<file path="src/rtl/tmr_unit.sv">
`timescale 1ns/1ps
module tmr_unit #(
  parameter bit THREE_CH = 1'b1,
  parameter bit OUT_CTL  = 1'b1,
  parameter bit EXT_CLK  = 1'b0,
  parameter int AW       = 8,
  parameter int DW       = 32
) (
  input  logic          clk,
  input  logic          rst_n,
  input  logic          req,
  input  logic          we,
  input  logic [AW-1:0] addr,
  input  logic [DW-1:0] wdata,
  output logic [DW-1:0] rdata,
  output logic          err,
  output logic [2:0]    irq
);
  localparam int       NCH      = THREE_CH ? 3 : 2;
  localparam logic [2:0] RUN_MASK = THREE_CH ? 3'b111 : 3'b011;

  logic          wr, rd, aligned, hit_oc, hit_run, valid, bad_run;
  logic          oc_q;
  logic [2:0]    run_q;
  logic [2:0]    hit, irq_w;
  logic [DW-1:0] rv [3];
  logic [DW-1:0] rd_val, rdata_q;
  logic          err_q;

  assign wr      = req & we;
  assign rd      = req & ~we;
  assign aligned = addr[1:0] == 2'b00;
  assign hit_oc  = OUT_CTL && (addr == '0);
  assign hit_run = addr == AW'(4);

  for (genvar i = 0; i < 3; i++) begin : g_ch
    if (i < NCH) begin : g_on
      localparam logic [AW-1:0] BASE = AW'(8 + 12 * i);
      localparam logic [AW-1:0] TOP  = AW'(8 + 12 * i + ((i == 2) ? 16 : 12));
      localparam logic [7:0]    MASK = 8'h27 | (EXT_CLK ? 8'h18 : 8'h00)
                                     | ((i == 2) ? 8'hC0 : 8'h00);
      logic [3:0]    lo;
      logic [DW-1:0] cor_q, cnt_q, cap_q;
      logic [7:0]    ctl_q;
      logic          uf_q, wcor, wcnt, wctl, fire;

      assign lo     = 4'(addr - BASE);
      assign hit[i] = aligned && (addr >= BASE) && (addr < TOP);
      assign wcor   = wr && hit[i] && lo[3:2] == 2'd0;
      assign wcnt   = wr && hit[i] && lo[3:2] == 2'd1;
      assign wctl   = wr && hit[i] && lo[3:2] == 2'd2;
      assign fire   = run_q[i] && !wcnt && (cnt_q == '0);

      always_ff @(posedge clk or negedge rst_n) begin
        if (!rst_n) begin
          cor_q <= '1;
          cnt_q <= '1;
          ctl_q <= '0;
          uf_q  <= 1'b0;
        end else begin
          if (wcor) cor_q <= wdata;
          if (wcnt)          cnt_q <= wdata;
          else if (fire)     cnt_q <= cor_q;
          else if (run_q[i]) cnt_q <= cnt_q - 1'b1;
          if (wctl) ctl_q <= wdata[7:0] & MASK;
          uf_q <= (uf_q & ~(wctl & ~wdata[8])) | fire;
        end
      end

      if (i == 2) begin : g_cap
        always_ff @(posedge clk or negedge rst_n) begin
          if (!rst_n) cap_q <= '0;
          else if (wr && hit[i] && lo[3:2] == 2'd3) cap_q <= wdata;
        end
      end else begin : g_nocap
        assign cap_q = '0;
      end

      always_comb begin
        case (lo[3:2])
          2'd0:    rv[i] = cor_q;
          2'd1:    rv[i] = cnt_q;
          2'd2:    rv[i] = DW'({uf_q, ctl_q});
          default: rv[i] = cap_q;
        endcase
      end

      assign irq_w[i] = uf_q & ctl_q[5];
    end else begin : g_off
      assign hit[i]   = 1'b0;
      assign rv[i]    = '0;
      assign irq_w[i] = 1'b0;
    end
  end

  assign valid   = aligned && (hit_oc || hit_run || (|hit));
  assign bad_run = wr && hit_run && !THREE_CH && wdata[2];

  always_comb begin
    rd_val = '0;
    if (hit_oc)  rd_val[0]   = oc_q;
    if (hit_run) rd_val[2:0] = run_q;
    for (int i = 0; i < 3; i++)
      if (hit[i]) rd_val = rd_val | rv[i];
  end

  always_ff @(posedge clk or negedge rst_n) begin
    if (!rst_n) begin
      oc_q    <= 1'b0;
      run_q   <= '0;
      rdata_q <= '0;
      err_q   <= 1'b0;
    end else begin
      if (wr && hit_oc)  oc_q  <= wdata[0];
      if (wr && hit_run) run_q <= wdata[2:0] & RUN_MASK;
      rdata_q <= (rd && valid) ? rd_val : '0;
      err_q   <= req && (!valid || bad_run);
    end
  end

  assign rdata = rdata_q;
  assign err   = err_q;
  assign irq   = irq_w;
endmodule

</file>
<file path="config.mk">
export PLATFORM = sky130hd
export DESIGN_NAME = tmr_unit
export DESIGN_NICKNAME = d
export VERILOG_FILES = /design/src/rtl/tmr_unit.sv
export SDC_FILE = /design/constraint.sdc
export NUM_CORES = 1
export LEC_CHECK = 0
export ABC_CLOCK_PERIOD_IN_PS = 7330
export CORE_AREA = 2 2 217 219
export CTS_BUF_LIST = sky130_fd_sc_hd__clkbuf_8
export DETAILED_ROUTE_END_ITERATION = 8
export DIE_AREA = 0 0 219 221
export GPL_ROUTABILITY_DRIVEN = 0
export HOLD_SLACK_MARGIN = 0.06
export PLACE_DENSITY = 0.61
export SLEW_MARGIN = 10
export SYNTH_ARGS = -nofsm -noshare
export SYNTH_HDL_FRONTEND = slang
export SYNTH_SLANG_ARGS = --single-unit
</file>
<file path="constraint.sdc">
create_clock -name clk -period 7.33 [get_ports clk]
set_input_delay 1.8325 -clock clk [delete_from_list [all_inputs] [get_ports clk]]
set_output_delay 1.8325 -clock clk [all_outputs]
set_load 0.01 [all_outputs]
</file>
==> results of run 1 <==
-- cells in the final DEF (no fill, tap or decap), drive strengths merged, types with 28 or more instances in the layout --
| cell | netlist | routed |
|---|---|---|
| dfrtp | 86 | 86 |
| o21ai | 192 | 192 |
| dfstp | 192 | 192 |
| xor2 | 28 | 28 |
| nor4 | 34 | 34 |
| nor3 | 41 | 41 |
| xnor2 | 35 | 35 |
| a21oi | 122 | 122 |
| nor2 | 113 | 113 |
| clkbuf | 80 | 57 |
| mux2 | 153 | 153 |
| clkdlybuf4s50 | 0 | 76 |
| mux2i | 59 | 59 |
| nand2 | 83 | 83 |
| a22oi | 34 | 34 |
| nor3b | 84 | 84 |
-- state kept, by name, indices dropped and copies added (netlist names) --
name	flops
err	1
g_ch.g_on.cap_q	32
g_ch.g_on.cnt_q	96
g_ch.g_on.cor_q	96
g_ch.g_on.ctl_q	14
g_ch.g_on.uf_q	3
oc_q	1
rdata	32
run_q	3
-- area by class of cell --
type                       count  area (sq um)
antenna                        1         2.502
clock buffer                  57         784.5
clock inverter                33         292.8
fill                        4534         27760
inverter                      10         37.54
multi-input combinational   1186          8273
sequential                   278          7197
tap                          607         759.5
timing repair buffer         100         958.4
-- metrics by stage --
stage	total power [mW]	hold WS, ns	instance area [sq um]
2_1_floorplan	2.878	0.4750	15990
3_3_place_gp	3.198	0.4870	17230
3_5_place_dp	3.227	0.4955	17230
4_1_cts	4.844	0.5090	18300
5_1_grt	5.113	0.5129	18310
6_report	4.828	0.5022	18310
-- power breakdown --
part | internal, mW | leakage (nW) | switching [mW]
clock network | 0.894 | 0.600 | 0.707
registers | 1.74 | 3.18 | 0.179
logic | 0.526 | 3.38 | 0.779
-- kinds of logic after synthesis --
logic type	share of synthesized area, %
adder cells (fa/ha/maj)	0.4694
buffers and inverters	3.591
flip-flops	45.00
XOR/XNOR	3.450
AND/OR/NAND/NOR	16.37
AO/OA/AOI/OAI	15.66
multiplexers	15.45
-- worst paths after layout --
check / start / to / slack (ns) / depth (start not counted)
min: g_ch[2].g_on.cap_q[8]$_DFFE_PN0P_ / g_ch[2].g_on.cap_q[8]$_DFFE_PN0P_ / 0.50 / 1
min in group asynchronous: rst_n / rdata[26]$_DFF_PN0_ / 1.37 / 1
min reg2reg: g_ch[2].g_on.cap_q[8]$_DFFE_PN0P_ / g_ch[2].g_on.cap_q[8]$_DFFE_PN0P_ / 0.50 / 1
max in group asynchronous: rst_n / g_ch[0].g_on.ctl_q[5]$_DFFE_PN0P_ / 4.70 / 2
max: addr[7] / g_ch[2].g_on.cnt_q[29]$_DFFE_PN1P_ / 2.52 / 9
max reg2reg: g_ch[2].g_on.cnt_q[0]$_DFFE_PN1P_ / g_ch[2].g_on.cnt_q[0]$_DFFE_PN1P_ / 3.72 / 9
-- metal layers --
layer  global-route usage, %  vias to the layer above  routed length (um)
met1                   29.16                     6665               22620
met5                       0                        -                   0
li1                        -                     5963                   -
met4                   8.936                        0                2213
met3                   3.643                      123                3091
met2                   31.32                      532               22520
-- worst max-delay path: stages --
cell	delay, ns
clkdlybuf4s50_1	0.39
or4_1	0.73
nor3b_4	0.26
buf_4	0.40
and4_2	0.83
buf_4	0.42
or3_1	0.15
o311ai_1	0.08
a31oi_1	0.17
==> results by group, run 1 <==
Run status
  – Outcome: finished clean

Drt
  – First-iteration detailed-routing DRC count: ~1200
  – DRT Pass-1 Iters: 5
  – DRC: 0
  – ANT nets after route: 0
  – Via density: around 6
  – Wire length per cell: about 22 um
  – Total Routed Length: 50440 um
  – Vias: around 13000

Synth
  – Post-synthesis sequential area ratio: a little under half
  – Post-Syn Nets: 1651
  – Syn avg cell area: around 10 sq um
  – Number of flops mapped to enable cells by yosys: 0
  – Ys async rst share: 100.0%
  – Main synth FF type: dfstp_2
  – Synth top cells by count: dfstp_2 (192), o21ai_0 (155), mux2_2 (153), a21oi_1 (122), nor2_1 (112)
  – Synth unique cells: 71
  – Synth Register Bits: between 200 and 300
  – Syn Std Cell Area: around 16000 sq um
  – Cell with the most instances after synthesis: dfstp_2
  – Syn Inst Count: roughly 1600
  – Share of the synthesized area in the top cell type: roughly a third
  – Cell accounting for the most synthesized area: dfstp_2
  – Ys Warns: 0
  – Ranking of synthesized cells by area: dfstp_2 (32%), dfrtp_1 (13%), mux2_2 (11%)

CTS
  – Clock sink count: approximately 280
  – Cts bufs inserted: between 40 and 50
  – CTS tree: yes
  – Postcts setup bufs: 0
  – CTS H-tree lvls: 2
  – Cts hold-fix bufs: 0
  – Worst-path clk slew: 0.06 ns
  – Clock Latency Late Sink: about 0.62 ns
  – Clock root buffer: clkbuf_8
  – Clock tree buffer depth: 3
  – Post-CTS Resized: 0

Critical path
  – Crit end category: flip-flop
  – Worst EP required: ~7.9 ns
  – CP Launch Type: primary input
  – Arrival time worst endpoint: 5.33 ns
  – Crit-path max FO: 40
  – CP Class: primary input to flip-flop

Global routing
  – Antenna violations before repair: 1
  – Vias in the first global route: roughly 13000
  – Largest net degree at the start of global routing: about 120
  – Global Route Usage Sum: approximately a fifth
  – Grt total ovfl: 0
  – First-pass GRT wire length: between 70000 and 80000 um

Place
  – DP HPWL: 34050 um
  – Inst Count DP: around 2200
  – Place WS: roughly 2.0 ns
  – I/O Buffers: 79

Power
  – P per Cell Area: ~260 nW/um^2
  – Maximum VDD drop: 0.1134 mV
  – Leakage Power: between 7 and 8 nW

Final layout
  – Nets: around 1700
  – Share of cells above drive strength 1: just under 30%
  – Post-route insts no fill: 2272
  – Layout area overhead: 14.46%
  – Finished Core Util: 39.74%

Timing
  – Setup violators final: 0
  – Tmin final: 4.810 ns
  – Final Cycle Share: between 60% and 70%
  – Fmax achieved: between 0.2 and 0.25 GHz
  – Number of failing hold endpoints at the final stage: 0
  – Measured slew at the worst slew-check pin: roughly 1.2 ns
  – Relative slew slack: 17.64%
  – Setup TNS: 0 ns
  – Final Slew Violations: 0
  – Final WS setup: roughly 2.5 ns
  – RSZ-0062 raised after global routing: false
  – Worst clock skew: around 0.032 ns

Die
  – Core footprint: approximately 46000 sq um
  – Row cnt: a little under 80
  – Die ar.: 48400 sq um
  – Die H: roughly 220 um
  – Initial Util: 34.72%
  – Die X-Extent: between 200 and 250 um
  – I/O pin count: 80

Flow run
  – Maxcap violations: 0

Hold path
  – HP Class: flip-flop to flip-flop
Note: power is estimated with default switching activity, not from simulation.
==> run 2: changes to the inputs <==
--- a/config.mk
+++ b/config.mk
@@ -5,7 +5,7 @@
 export SDC_FILE = /design/constraint.sdc
 export NUM_CORES = 1
 export LEC_CHECK = 0
-export ABC_CLOCK_PERIOD_IN_PS = 7330
+export ABC_CLOCK_PERIOD_IN_PS = 4600
 export CORE_AREA = 2 2 217 219
 export CTS_BUF_LIST = sky130_fd_sc_hd__clkbuf_8
 export DETAILED_ROUTE_END_ITERATION = 8
==> constraint.sdc (replaced) <==
create_clock -name clk -period 4.6 [get_ports clk]
set_input_delay 1.15 -clock clk [delete_from_list [all_inputs] [get_ports clk]]
set_output_delay 1.15 -clock clk [all_outputs]
set_load 0.01 [all_outputs]
==> results by group, run 2 (same netlist as run 1, synthesis figures left out) <==
Critical path
  – Worst path max stage delay: 0.88 ns (was 0.83 ns)
  – Worst Path Buf+Inv: 1 (was 3)
  – Worst EP required: 5.10 ns (was 7.85 ns)
  – Cell at the slowest stage of the critical path: nor2b_1 (was and4_2)
  – CP Cell Sequence: clkdlybuf4s50_1, or4_1, or3_1, nor2_4, nor2b_1, nand2_1, o21ai_0 (was clkdlybuf4s50_1, or4_1, nor3b_4, buf_4, and4_2, buf_4, or3_1, o311ai_1, a31oi_1)
  – FF-to-FF path depth: 7 (was 9)
  – CP Class: primary input to flip-flop (unchanged)
  – Crit-path max FO: 13 (was 40)
  – CP Launch Type: primary input (unchanged)
  – WP depth: 7 (was 9)
  – CP top delay family: simple AND/OR/NAND/NOR gates (unchanged)
  – Crit end category: flip-flop (unchanged)
  – Arrival time worst endpoint: 3.92 ns (was 5.33 ns)

Place
  – DP HPWL: 35250 um (was 34050 um)
  – I/O Buffers: 79 (unchanged)

Timing
  – Setup TNS: 0 ns (unchanged)
  – Relative slew slack: 20.85% (was 17.64%)
  – Final Slew Violations: 0 (unchanged)
  – WHS: 0.5080 ns (was 0.5022 ns)
  – Setup violators final: 0 (unchanged)
  – Tmin final: about 3.4 ns
  – Measured slew at the worst slew-check pin: 1.177 ns (was 1.232 ns)
  – Number of failing hold endpoints at the final stage: 0 (unchanged)
  – Worst clock skew: 0.02880 ns (was 0.03188 ns)
  – Final Cycle Share: 74.28%
  – RSZ-0062 raised after global routing: false (unchanged)
  – Fmax achieved: a little under 0.3 GHz

Drt
  – Via density: 5.854 (was 5.846)
  – DRC: 0 (unchanged)
  – Total Routed Length: 51510 um (was 50440 um)
  – DRT Pass-1 Iters: 7 (was 5)
  – First-iteration detailed-routing DRC count: 1332 (was 1222)
  – ANT nets after route: 0 (unchanged)
  – Wire length per cell: 22.48 um (was 22.20 um)
  – Vias: 13410 (was 13280)

Die
  – Row cnt: 79 (unchanged)
  – Core footprint: 46060 sq um (unchanged)
  – Die ar.: 48400 sq um (unchanged)
  – Die H: 221 um (unchanged)
  – I/O pin count: 80 (unchanged)
  – Initial Util: 34.72% (unchanged)
  – Die X-Extent: 219 um (unchanged)

Global routing
  – Vias in the first global route: 12960 (was 12940)
  – Grt total ovfl: 0 (unchanged)
  – Grt met3 use: 2.763% (was 3.643%)
  – Largest net degree at the start of global routing: 91 (was 121)
  – Antenna violations before repair: 1 (unchanged)
  – GRT met2 Usage: 32.02% (was 31.32%)
  – Top Usage Layer GRT: met2 (unchanged)
  – First-pass GRT wire length: 79540 um (was 78580 um)
  – Met1 Track Usage GR: 30.76% (was 29.16%)
  – Global Route Usage Sum: 21.10% (was 20.76%)

CTS
  – Postcts setup bufs: 0 (unchanged)
  – Clock root buffer: clkbuf_8 (unchanged)
  – Worst-path clk slew: 0.06 ns (about the same)
  – CTS tree: yes (unchanged)
  – Post-CTS Resized: 0 (unchanged)
  – Clock sink count: 278 (unchanged)
  – Clock tree buffer depth: 3 (unchanged)
  – CTS H-tree lvls: 2 (unchanged)
  – Cts hold-fix bufs: 0 (unchanged)
  – Clock Latency Late Sink: 0.61 ns (was 0.62 ns)
  – Cts bufs inserted: 48 (unchanged)

Final layout
  – Filler cells: 4626 (was 4534)
  – Share of cells above drive strength 1: 29.37% (was 29.51%)
  – Layout area overhead: 14.82% (was 14.46%)
  – Most frequent cells in the layout: dfstp_2 (192), o21ai_0 (155), mux2_2 (153), a21oi_1 (122), nor2_1 (109) (unchanged)
  – Nets: 1695 (was 1674)
  – Biggest regs: g_ch.g_on.cnt_q (96), g_ch.g_on.cor_q (96) (unchanged)
  – Most common cell after layout, fill and taps aside: dfstp_2 (unchanged)

Power
  – Internal power: 4.797 mW (was 3.165 mW)
  – Comb power frac: 28.4% (was 27.0%)
  – Leakage Power: 7.243 nW (was 7.161 nW)
  – Maximum VDD drop: 0.1631 mV (was 0.1134 mV)
  – Switching Share: 35.30% (was 34.46%)
  – P per Cell Area: 403.8 nW/um^2 (was 263.8 nW/um^2)
  – Register share of total power: 41.4% (was 39.8%)
  – P_sw: 2.617 mW (was 1.664 mW)
  – Clock power frac: 30.2% (was 33.2%)

Hold path
  – Worst hold stages: 1 (unchanged)
  – HP Class: flip-flop to flip-flop (unchanged)

Run status
  – Outcome: finished clean (unchanged)

Flow run
  – Maxcap violations: 0 (unchanged)
[run 2: cell types whose count changed in the layout (fill, tap and decap cells not counted), moves of 3 or more]
| cell | delta |
|---|---|
| clkinv_2 | -14 |
| buf_12 | +3 |
| clkbuf_8 | +3 |
| buf_4 | +18 |
| inv_1 | +14 |
| bufinv_16 | -5 |
[run 2: cell type report]
class                   instances  area [sq um]  share of cell area (%)
clock buffers                  60         825.8                   4.497
diodes                          2         5.005                 0.02726
inverters                      10         37.54                  0.2044
well taps                     607         759.5                   4.136
flip-flops and latches        278          7197                   39.19
clock inverters                27         115.1                  0.6269
repair buffers                121          1154                   6.282
multi-input cells            1186          8269                   45.03
[run 2: final timing paths]
path | startpoint | endpoint | slack, ns
max | addr[6] | g_ch[0].g_on.cnt_q[26]$_DFFE_PN1P_ | 1.18
min | g_ch[2].g_on.cap_q[5]$_DFFE_PN0P_ | g_ch[2].g_on.cap_q[5]$_DFFE_PN0P_ | 0.51
max reg2reg | g_ch[1].g_on.cnt_q[0]$_DFFE_PN1P_ | g_ch[1].g_on.cnt_q[15]$_DFFE_PN1P_ | 1.20
min reg2reg | g_ch[2].g_on.cap_q[5]$_DFFE_PN0P_ | g_ch[2].g_on.cap_q[5]$_DFFE_PN0P_ | 0.51
max in group asynchronous | rst_n | g_ch[0].g_on.cnt_q[31]$_DFFE_PN1P_ | 3.04
min in group asynchronous | rst_n | rdata[17]$_DFF_PN0_ | 0.56
[run 2: per-layer routing]
layer	vias up	share of wire (%)
met5	-	0
met1	6742	45
li1	6015	-
met4	0	3.3
met2	561	45
met3	93	6.8
[run 2: through the flow]
stage	instances	utilization (%)	total power [mW]	setup slack [ns]	instance area, sq um
2_1_floorplan	1601	-	4.586	1.503	15990
3_3_place_gp	2202	37.81	5.112	0.7041	17420
3_5_place_dp	2202	37.81	5.163	0.6109	17420
4_1_cts	2289	39.85	7.419	1.225	18360
5_1_grt	2290	39.86	7.818	1.003	18360
6_report	2291	39.87	7.414	1.183	18360
[run 2: worst register-to-register path: stages, from the launching register on]
cell and delay, ns:
dfstp_2 0.38, inv_1 0.15, ha_1 0.18, nor4b_1 0.80
nand4_1 0.43, nor3_4 0.84, o21ai_1 0.17, a221o_1 0.35
[run 2: power by group through the flow]
stage	Combinational (mW)	Clock (mW)	Sequential [mW]
6_report	2.11	2.24	3.07
2_1_floorplan	1.61	0	2.98
3_5_place_dp	2.07	0	3.09
4_1_cts	2.08	2.28	3.06
5_1_grt	2.33	2.38	3.10
3_3_place_gp	2.03	0	3.08
